[src/rtl/dspi_pkg.sv]
package dspi_pkg;
  typedef enum logic [1:0] {
    ST_IDLE  = 2'd0,
    ST_PRE   = 2'd1,
    ST_SHIFT = 2'd2,
    ST_POST  = 2'd3
  } dspi_state_e;
endpackage

[src/rtl/dspi_rst_sync.sv]
module dspi_rst_sync (
  input  logic clk,
  input  logic rst_n,
  output logic rst_sync_n
);
  logic [1:0] stage_q;

  always_ff @(posedge clk or negedge rst_n) begin
    if (!rst_n) stage_q <= 2'b00;
    else        stage_q <= {stage_q[0], 1'b1};
  end

  assign rst_sync_n = stage_q[1];
endmodule

[src/rtl/dspi_clkdiv.sv]
module dspi_clkdiv #(
  parameter int DIV_W = 8
) (
  input  logic             clk,
  input  logic             rst_n,
  input  logic             run,
  input  logic [DIV_W-1:0] div,
  output logic             tick
);
  logic [DIV_W-1:0] cnt_q, cnt_d;

  assign tick = run && (cnt_q == div);

  always_comb begin
    if (!run || tick) cnt_d = '0;
    else              cnt_d = cnt_q + 1'b1;
  end

  always_ff @(posedge clk or negedge rst_n) begin
    if (!rst_n) cnt_q <= '0;
    else        cnt_q <= cnt_d;
  end

  AST_DIV_IN_RANGE: assert property (@(posedge clk) disable iff (!rst_n)
    run |-> (cnt_q <= div));
endmodule

[src/rtl/dspi_shifter.sv]
module dspi_shifter #(
  parameter int FRAME_W = 9
) (
  input  logic               clk,
  input  logic               rst_n,
  input  logic               load,
  input  logic               emit,
  input  logic               shift,
  input  logic [FRAME_W-1:0] frame,
  output logic               sdo
);
  logic [FRAME_W-1:0] sr_q, sr_d;
  logic               sdo_q, sdo_d;

  always_comb begin
    sr_d  = sr_q;
    sdo_d = sdo_q;
    if (load) begin
      if (emit) begin
        sdo_d = frame[FRAME_W-1];
        sr_d  = {frame[FRAME_W-2:0], 1'b0};
      end else begin
        sr_d  = frame;
      end
    end else if (shift) begin
      sdo_d = sr_q[FRAME_W-1];
      sr_d  = {sr_q[FRAME_W-2:0], 1'b0};
    end
  end

  always_ff @(posedge clk or negedge rst_n) begin
    if (!rst_n) begin
      sr_q  <= '0;
      sdo_q <= 1'b0;
    end else begin
      sr_q  <= sr_d;
      sdo_q <= sdo_d;
    end
  end

  assign sdo = sdo_q;

  AST_LOAD_SHIFT_EXCL: assert property (@(posedge clk) disable iff (!rst_n)
    !(load && shift));
endmodule

[src/rtl/dspi_ctrl.sv]
module dspi_ctrl
  import dspi_pkg::*;
#(
  parameter int DATA_W = 8,
  parameter int DIV_W  = 8,
  localparam int FRAME_W = DATA_W + 1
) (
  input  logic               clk,
  input  logic               rst_n,
  input  logic               in_valid,
  input  logic               in_is_data,
  input  logic [DATA_W-1:0]  in_byte,
  output logic               in_ready,
  input  logic               cfg_four_wire,
  input  logic [1:0]         cfg_mode,
  input  logic [DIV_W-1:0]   cfg_div,
  input  logic               tick,
  output logic               run,
  output logic [DIV_W-1:0]   div_lat,
  output logic               ld,
  output logic               ld_emit,
  output logic               sh,
  output logic [FRAME_W-1:0] frame,
  output logic               sclk,
  output logic               cs_n,
  output logic               dc_out,
  output logic               done
);
  localparam int EDGE_W = $clog2(2 * FRAME_W);
  localparam logic [EDGE_W-1:0] LAST_SHORT = EDGE_W'(2 * DATA_W - 1);
  localparam logic [EDGE_W-1:0] LAST_LONG  = EDGE_W'(2 * FRAME_W - 1);

  dspi_state_e       state_q, state_d;
  logic              four_q, four_d;
  logic              cpol_q, cpol_d;
  logic              cpha_q, cpha_d;
  logic [DIV_W-1:0]  div_q, div_d;
  logic [EDGE_W-1:0] edge_q, edge_d;
  logic              sclk_q, sclk_d;
  logic              cs_n_q, cs_n_d;
  logic              dc_q, dc_d;
  logic              done_q, done_d;

  logic last_edge, end_tick, flag_ok, accept, eff_four, eff_cpha;

  assign last_edge = (edge_q == (four_q ? LAST_SHORT : LAST_LONG));
  assign end_tick  = (state_q == ST_SHIFT) && tick && last_edge;
  assign flag_ok   = !four_q || (in_is_data == dc_q);
  assign in_ready  = (state_q == ST_IDLE) || (end_tick && flag_ok);
  assign accept    = in_valid && in_ready;
  assign eff_four  = (state_q == ST_IDLE) ? cfg_four_wire : four_q;
  assign eff_cpha  = (state_q == ST_IDLE) ? cfg_mode[0]   : cpha_q;

  assign frame   = eff_four ? {in_byte, 1'b0} : {in_is_data, in_byte};
  assign ld      = accept;
  assign ld_emit = !eff_cpha;
  assign sh      = (state_q == ST_SHIFT) && tick &&
                   (cpha_q ? !edge_q[0] : (edge_q[0] && !last_edge));
  assign run     = (state_q != ST_IDLE);
  assign div_lat = div_q;

  always_comb begin
    state_d = state_q;
    four_d  = four_q;
    cpol_d  = cpol_q;
    cpha_d  = cpha_q;
    div_d   = div_q;
    edge_d  = edge_q;
    sclk_d  = sclk_q;
    cs_n_d  = cs_n_q;
    dc_d    = dc_q;
    done_d  = 1'b0;
    unique case (state_q)
      ST_IDLE: begin
        sclk_d = cfg_mode[1];
        if (accept) begin
          state_d = ST_PRE;
          four_d  = cfg_four_wire;
          cpol_d  = cfg_mode[1];
          cpha_d  = cfg_mode[0];
          div_d   = cfg_div;
          dc_d    = cfg_four_wire && in_is_data;
        end
      end
      ST_PRE: begin
        if (tick) begin
          state_d = ST_SHIFT;
          cs_n_d  = 1'b0;
          edge_d  = '0;
        end
      end
      ST_SHIFT: begin
        if (tick) begin
          sclk_d = !sclk_q;
          edge_d = edge_q + 1'b1;
          if (last_edge) begin
            done_d = 1'b1;
            edge_d = '0;
            if (!accept) state_d = ST_POST;
          end
        end
      end
      ST_POST: begin
        if (tick) begin
          state_d = ST_IDLE;
          cs_n_d  = 1'b1;
        end
      end
      default: state_d = ST_IDLE;
    endcase
  end

  always_ff @(posedge clk or negedge rst_n) begin
    if (!rst_n) begin
      state_q <= ST_IDLE;
      four_q  <= 1'b0;
      cpol_q  <= 1'b0;
      cpha_q  <= 1'b0;
      div_q   <= '0;
      edge_q  <= '0;
      sclk_q  <= 1'b0;
      cs_n_q  <= 1'b1;
      dc_q    <= 1'b0;
      done_q  <= 1'b0;
    end else begin
      state_q <= state_d;
      four_q  <= four_d;
      cpol_q  <= cpol_d;
      cpha_q  <= cpha_d;
      div_q   <= div_d;
      edge_q  <= edge_d;
      sclk_q  <= sclk_d;
      cs_n_q  <= cs_n_d;
      dc_q    <= dc_d;
      done_q  <= done_d;
    end
  end

  assign sclk   = sclk_q;
  assign cs_n   = cs_n_q;
  assign dc_out = dc_q;
  assign done   = done_q;

  AST_CLK_ONLY_SELECTED: assert property (@(posedge clk) disable iff (!rst_n)
    (!$stable(sclk_q) && ($past(state_q) != ST_IDLE)) |-> !cs_n_q);
  AST_DC_STABLE: assert property (@(posedge clk) disable iff (!rst_n)
    (!cs_n_q && !$past(cs_n_q)) |-> $stable(dc_q));
  AST_PRE_IDLE_LEVEL: assert property (@(posedge clk) disable iff (!rst_n)
    (state_q == ST_PRE) |-> (sclk_q == cpol_q));
  AST_CFG_HELD: assert property (@(posedge clk) disable iff (!rst_n)
    ($past(state_q) != ST_IDLE) |->
      ($stable(cpol_q) && $stable(cpha_q) && $stable(four_q) && $stable(div_q)));
  AST_DONE_SINGLE: assert property (@(posedge clk) disable iff (!rst_n)
    done_q |=> !done_q);
  AST_EDGE_RANGE: assert property (@(posedge clk) disable iff (!rst_n)
    edge_q <= LAST_LONG);
endmodule

[src/rtl/dspi_tx.sv]
module dspi_tx #(
  parameter int DATA_W = 8,
  parameter int DIV_W  = 8
) (
  input  logic              clk,
  input  logic              rst_n,
  input  logic              in_valid,
  output logic              in_ready,
  input  logic [DATA_W-1:0] in_byte,
  input  logic              in_is_data,
  input  logic              cfg_four_wire,
  input  logic [1:0]        cfg_mode,
  input  logic [DIV_W-1:0]  cfg_div,
  output logic              sclk,
  output logic              cs_n,
  output logic              sdo,
  output logic              dc_out,
  output logic              done
);
  localparam int FRAME_W = DATA_W + 1;

  logic               rst_sync_n;
  logic               tick, run, ld, ld_emit, sh;
  logic [DIV_W-1:0]   div_lat;
  logic [FRAME_W-1:0] frame;

  dspi_rst_sync u_rst (
    .clk        (clk),
    .rst_n      (rst_n),
    .rst_sync_n (rst_sync_n)
  );

  dspi_clkdiv #(.DIV_W(DIV_W)) u_div (
    .clk   (clk),
    .rst_n (rst_sync_n),
    .run   (run),
    .div   (div_lat),
    .tick  (tick)
  );

  dspi_ctrl #(.DATA_W(DATA_W), .DIV_W(DIV_W)) u_ctrl (
    .clk           (clk),
    .rst_n         (rst_sync_n),
    .in_valid      (in_valid),
    .in_is_data    (in_is_data),
    .in_byte       (in_byte),
    .in_ready      (in_ready),
    .cfg_four_wire (cfg_four_wire),
    .cfg_mode      (cfg_mode),
    .cfg_div       (cfg_div),
    .tick          (tick),
    .run           (run),
    .div_lat       (div_lat),
    .ld            (ld),
    .ld_emit       (ld_emit),
    .sh            (sh),
    .frame         (frame),
    .sclk          (sclk),
    .cs_n          (cs_n),
    .dc_out        (dc_out),
    .done          (done)
  );

  dspi_shifter #(.FRAME_W(FRAME_W)) u_sh (
    .clk   (clk),
    .rst_n (rst_sync_n),
    .load  (ld),
    .emit  (ld_emit),
    .shift (sh),
    .frame (frame),
    .sdo   (sdo)
  );
endmodule

[config.mk]
export PLATFORM = sky130hd
export DESIGN_NAME = dspi_tx
export DESIGN_NICKNAME = d
export VERILOG_FILES = /design/src/rtl/dspi_pkg.sv /design/src/rtl/dspi_rst_sync.sv /design/src/rtl/dspi_clkdiv.sv /design/src/rtl/dspi_shifter.sv /design/src/rtl/dspi_ctrl.sv /design/src/rtl/dspi_tx.sv
export SDC_FILE = /design/constraint.sdc
export NUM_CORES = 1
export LEC_CHECK = 0
export ABC_CLOCK_PERIOD_IN_PS = 5600
export BUFFER_PORTS_ARGS = -buffer_cell sky130_fd_sc_hd__buf_2
export CORE_ASPECT_RATIO = 0.5
export CORE_MARGIN = 3
export CORE_UTILIZATION = 35
export DETAILED_ROUTE_END_ITERATION = 16
export GPL_TIMING_DRIVEN = 0
export PLACE_DENSITY = 0.57
export SYNTH_ARGS = -nofsm -noshare
export SYNTH_HDL_FRONTEND = slang
export SYNTH_SLANG_ARGS = --single-unit
[constraint.sdc]
create_clock -name clk -period 5.6 [get_ports clk]
set_clock_uncertainty 0.05 [all_clocks]
set_input_delay 1.12 -clock clk [delete_from_list [all_inputs] [get_ports clk]]
set_output_delay 1.12 -clock clk [all_outputs]
set_load 0.03 [all_outputs]
# Word-level counts from Yosys, hierarchy flattened
# Cells that the tools add are included.
# W data, S select, Z words.
[totals]
memories = 0
latchBits = 0
mem_bits_ro = 0
out_inout_bits = 6
inputBits = 23
ram_bits = 0
regBits = 41
wordCells = 87
[op_classes]
reduce_logical = 28
order_cmp = 0
bitwise = 0
n_mul = 0
n_mux = 31
n_div = 0
n_eq_ne = 13
n_addsub = 2
n_shift = 0
[op_table]
columns = ["cell", "count"]
rows = [
  ["$mux W9", 4],
  ["$mux W5", 4],
  ["$mux W1", 12],
  ["$mux W2", 6],
  ["$pmux W5 S2", 1],
  ["$reduce_bool A2 Y1", 5],
  ["$add A8 B1 Y8 const B", 1],
  ["$eq A8 B8 Y1", 1],
  ["$logic_and A1 B1 Y1", 8],
  ["$mux W8", 1],
  ["$ne A2 B1 Y1 const B", 4],
  ["$pmux W2 S4", 1],
  ["$ne A2 B2 Y1 const B", 3],
  ["$reduce_and A2 Y1", 3],
  ["$reduce_and A3 Y1", 2],
  ["$reduce_and A6 Y1", 1],
  ["$add A5 B1 Y5 const B", 1],
  ["$eq A5 B5 Y1", 1],
  ["$logic_not A1 Y1", 5],
  ["$eq A2 B2 Y1 const B", 2],
  ["$pmux W1 S2", 2],
  ["$logic_or A1 B1 Y1", 3],
  ["$eq A2 B1 Y1 const B", 1],
  ["$logic_not A2 Y1", 1],
  ["$eq A1 B1 Y1", 1],
]

# Logic depth before layout (Yosys ltp)
[logic_depth]
word_depth = 11
depth_mapped = 10
mapped_depth_nobuf = 8

# By module
# A second synthesis with hierarchy kept.
[hier_totals]
cells_unflattened = 207
hier_area_um2 = 2351.0
[by_module_without_submodules]
columns = ["module", "instances", "seq_area_each_um2", "area_per_inst_um2", "cells_each"]
rows = [
  ["dspi_ctrl", 1, 526.8, 1227.4, 115],
  ["dspi_shifter", 1, 250.2, 569.3, 43],
  ["dspi_clkdiv", 1, 200.2, 500.5, 46],
  ["dspi_rst_sync", 1, 50.0, 53.8, 3],
]

# Worst setup path after synthesis
# No wires, ideal clock.
[synth_timing]
kind = "input to output"
startpoint = "input in_is_data"
endpoint = "output in_ready"
required_ns = 4.430
cell_stages = 4
setup_slack_ns = 2.373
path_buffers = 0
arrival_time_ns = 2.057
cell_sequence = "xor2_1 -> nand2_1 -> nand2_1 -> o21ai_0"
[synth_between]
elab_chain_len = 4
[synth_rtl]
columns = ["item", "line_no", "rtl"]
rows = [
  ["start: declaration", "dspi_tx.sv:10", "input logic in_is_data,"],
  ["$eq A1 B1 Y1", "dspi_ctrl.sv:48", "assign flag_ok = !four_q || (in_is_data == dc_q);"],
  ["$logic_or A1 B1 Y1", "dspi_ctrl.sv:48", ""],
  ["$logic_and A1 B1 Y1", "dspi_ctrl.sv:49", "assign in_ready = (state_q == ST_IDLE) || (end_tick && flag_ok);"],
  ["$logic_or A1 B1 Y1", "dspi_ctrl.sv:49", ""],
  ["end: declaration", "dspi_tx.sv:8", "output logic in_ready,"],
]
# No other way between the ends.

# Worst setup path in the final report
[layout_timing]
startpoint = "register u_div.cnt_q[0]"
endpoint = "output in_ready"
[layout_between]
elab_chain_len = 6
[layout_rtl]
columns = ["item", "line_no", "rtl"]
rows = [
  ["start: declaration", "dspi_clkdiv.sv:10", "logic [DIV_W-1:0] cnt_q, cnt_d;"],
  ["start signal: assignment", "dspi_clkdiv.sv:21", "else cnt_q <= cnt_d;"],
  ["$eq A8 B8 Y1", "dspi_clkdiv.sv:12", "assign tick = run && (cnt_q == div);"],
  ["$logic_and A1 B1 Y1", "dspi_clkdiv.sv:12", ""],
  ["$logic_and A1 B1 Y1 (2 in a row)", "dspi_ctrl.sv:47", "assign end_tick = (state_q == ST_SHIFT) && tick && last_edge;"],
  ["$logic_and A1 B1 Y1", "dspi_ctrl.sv:49", ""],
  ["$logic_or A1 B1 Y1", "dspi_ctrl.sv:49", ""],
]
# No other way between the ends.

==> results.cfg <==
[power]
power_mw = 1.41
p_leak_nw = 1.17
ir_drop_uv = 211
power-per-cell-area_nw_per_um2 = 541

[timing]
slew_headroom_pct = 43.0
fin_setup_tns_ps = 0
finalSetupViolCount = 0
hold_slack_ps = 304
max_freq_mhz = 295
timing.final.hold_violations = 0
rsz0062_at_grt = no
worst_slew_pin_slew_ps = 855
post-route-min-period_ps = 3380
setup_ws_ps = 2220
min_period_over_period_pct = 60.4
final_max_slew_viol_count = 0

[critical_path]
worstPathMaxFanout = 6
reg2reg_slack_ps = 2960
crit_slowest_cell = nor4_2
worst-setup-path-type = reg2out
slowest_delay_ps = 520
path_cells = xor2_1 > nor4_2 > nand3_1 > o21ai_0 > buf_2
worstSetupEndpointType = primary output
crit_required_ps = 4430
startpoint_type = register
arrival_ps = 2210

[global_routing]
grt_overflow = 0
grt_start_max_net_pins = 40
grt_pass1_vias = 1700
antenna_found_initial = 0
grt_pass1_wl_um = 7580
grt_usage_pct = 12.9

[cts]
numCtsBuffers = 5
cts_buffer_depth = 2
root_buffer = clkbuf_16
insertion_delay_ps = 280
htreeDepth = 2
cts_resized = 0
cts.sinks = 41
path_clk_slew_ps = 60
ctsHoldBuffers = 0
post-cts-setup-buffer-count = 0
cts_tree = done

[yosys]
syn-cell-area_um2 = 2180
avgSynthCellArea_um2 = 9.95
synth-seq-cells = 41
syn-instance-count = 219
seq_area_frac_synth_pct = 47.1
ys_types = 42
synth_fp_nets = 248
yosysWarnings = 0

[cells_and_area]
antennaDiodeCount = 0
post_route_cells_drive_above_1_share_pct = 22.4
fin_nets = 283
syn_to_final_growth_pct = 19.2
fill_cells = 563
stdcell_count = 339

[routing]
drt-initial-drc-count = 88
met1Wirelength_um = 2310
finalWirelength_um = 4400
top_layer_used = met4
wl_met3_um = 92
drc_errors = 0
dr.pass1.iters = 4
vias = 1711
via_per_inst = 5.05
wl_met2_um = 1960
wl_per_cell_um = 13.0
ant_nets = 0

[floorplan]
coreArea_um2 = 5750
fp.dieW_um = 118
start_util_pct = 37.9
dieArea_um2 = 7270
dieHeight_um = 61.8
rows = 19
ios = 29

[placed_design]
preCtsSetupSlack_ps = 2510
dp.cells = 331
port_buffers = 28
place_congestion = 0.799
hpwl_um = 3350

[flow_run]
drv_cap = 0

[status]
outcome = finished, final reports clean

[min_path]
hold_path_class = reg2reg
[layout make-up]
cell class | count | area [µm²] | share of cell area (%)
Buffer | 8 | 38.8 | 1.49
Clock buffer | 5 | 125 | 4.82
Clock inverter | 3 | 46.3 | 1.78
Inverter | 6 | 22.5 | 0.867
Multi-Input combinational cell | 164 | 1090 | 42.0
Sequential cell | 41 | 1030 | 39.6
Tap cell | 84 | 105 | 4.05
Timing Repair Buffer | 28 | 140 | 5.39
[Yosys cell counts, drive strengths merged]
| cell | count | area [µm²] |
|---|---|---|
| dfrtp | 40 | 1000 |
| nor2 | 23 | 86.3 |
| nand2 | 21 | 81.3 |
| nand3 | 16 | 80.1 |
| xor2 | 14 | 123 |
| mux2 | 11 | 124 |
| o21ai | 11 | 55.1 |
| nor3 | 9 | 45.0 |
| a221o | 8 | 80.1 |
| o22ai | 7 | 43.8 |
| ha | 6 | 75.1 |
| inv | 6 | 22.5 |
| buf | 4 | 23.8 |
| clkbuf | 4 | 15.0 |
| a21oi | 3 | 15.0 |
| and3 | 3 | 18.8 |
| mux2i | 3 | 42.5 |
| nand4 | 3 | 18.8 |
| nor2b | 3 | 18.8 |
| nor4 | 3 | 31.3 |
| xnor2 | 3 | 26.3 |
| a211oi | 2 | 15.0 |
| a31oi | 2 | 12.5 |
| o31ai | 2 | 15.0 |
| a22o | 1 | 8.76 |
| a31o | 1 | 8.76 |
| and2 | 1 | 6.26 |
| conb | 1 | 3.75 |
| dfstp | 1 | 26.3 |
| nand2b | 1 | 6.26 |
| nand3b | 1 | 7.51 |
| o211ai | 1 | 7.51 |
| o2bb2ai | 1 | 8.76 |
| o31a | 1 | 8.76 |
| or3 | 1 | 6.26 |
| or4 | 1 | 11.3 |
[flip-flops by register name, indices dropped and copies added (netlist names)]
name            count
u_sh.sr_q           9
u_ctrl.div_lat      8
u_div.cnt_q         8
u_ctrl.edge_q       5
u_ctrl.state_q      2
u_rst.stage_q       2
u_ctrl.cpha_q       1
u_ctrl.cs_n         1
u_ctrl.dc_out       1
u_ctrl.done         1
u_ctrl.four_q       1
u_ctrl.sclk         1
u_sh.sdo            1
[final timing paths]
path                                    from                to  depth (start not counted)
min                         u_rst.stage_q[0]  u_rst.stage_q[1]                          0
max                           u_div.cnt_q[0]          in_ready                          5
min reg2reg                 u_rst.stage_q[0]  u_rst.stage_q[1]                          0
min in group asynchronous   u_rst.stage_q[1]    u_div.cnt_q[1]                          0
max in group asynchronous   u_rst.stage_q[1]  u_ctrl.edge_q[1]                          0
max reg2reg                u_ctrl.state_q[1]      u_sh.sr_q[3]                          9
[metal layers]
layer	vias to the layer above	global-route usage [%]
li1	863	-
met1	830	17.1
met2	14	21.9
met3	4	3.44
met4	0	2.50
met5	-	0
[power breakdown]
| group | total [mW] | switching, mW | leakage, nW | internal (mW) |
|---|---|---|---|---|
| logic | 0.568 | 0.320 | 0.577 | 0.248 |
| registers | 0.512 | 0.103 | 0.513 | 0.409 |
| clock network | 0.326 | 0.116 | 0.0800 | 0.211 |
[critical path, delay by kind of cell (launching register included)]
kind                   cells  cell delay [ps]
AND/OR/NAND/NOR            2              810
flip-flops                 1              440
AO/OA/AOI/OAI              1              260
buffers and inverters      1              230
XOR/XNOR                   1              200
[per-stage QoR]
step	util [%]	cell area, µm²
5_1_grt	45.2	2600
4_1_cts	45.2	2600
2_1_floorplan	-	2180
3_3_place_gp	42.1	2420
6_report	45.2	2600
3_5_place_dp	42.2	2430
[cells in the final DEF, fill, tap and decap left out, types with 4 or more instances in the layout]
cell	count
ha_1	6
nand3_1	16
inv_1	6
o22ai_1	7
dfrtp_1	39
o21ai_0	8
mux2_2	11
a221o_1	8
buf_2	29
clkbuf_1	4
nor2_1	23
clkbuf_16	5
nor3_1	9
xor2_1	14
nand2_1	20
[kinds of logic (layout without fill, tap and decap cells)]
| logic type | after synthesis | count (layout) | share of synthesized area [%] |
|---|---|---|---|
| and+or+nand+nor | 86 | 86 | 19.2 |
| DFF | 41 | 41 | 47.1 |
| AOI/OAI and AO/OA | 40 | 40 | 12.8 |
| xor gates and xnor gates | 17 | 17 | 6.83 |
| muxes | 14 | 14 | 7.63 |
| buffers and inverters | 14 | 50 | 2.81 |
| adders and majority gates | 6 | 6 | 3.44 |
| other | 1 | 1 | 0.172 |
No activity file was read; power rests on OpenSTA's default activity.
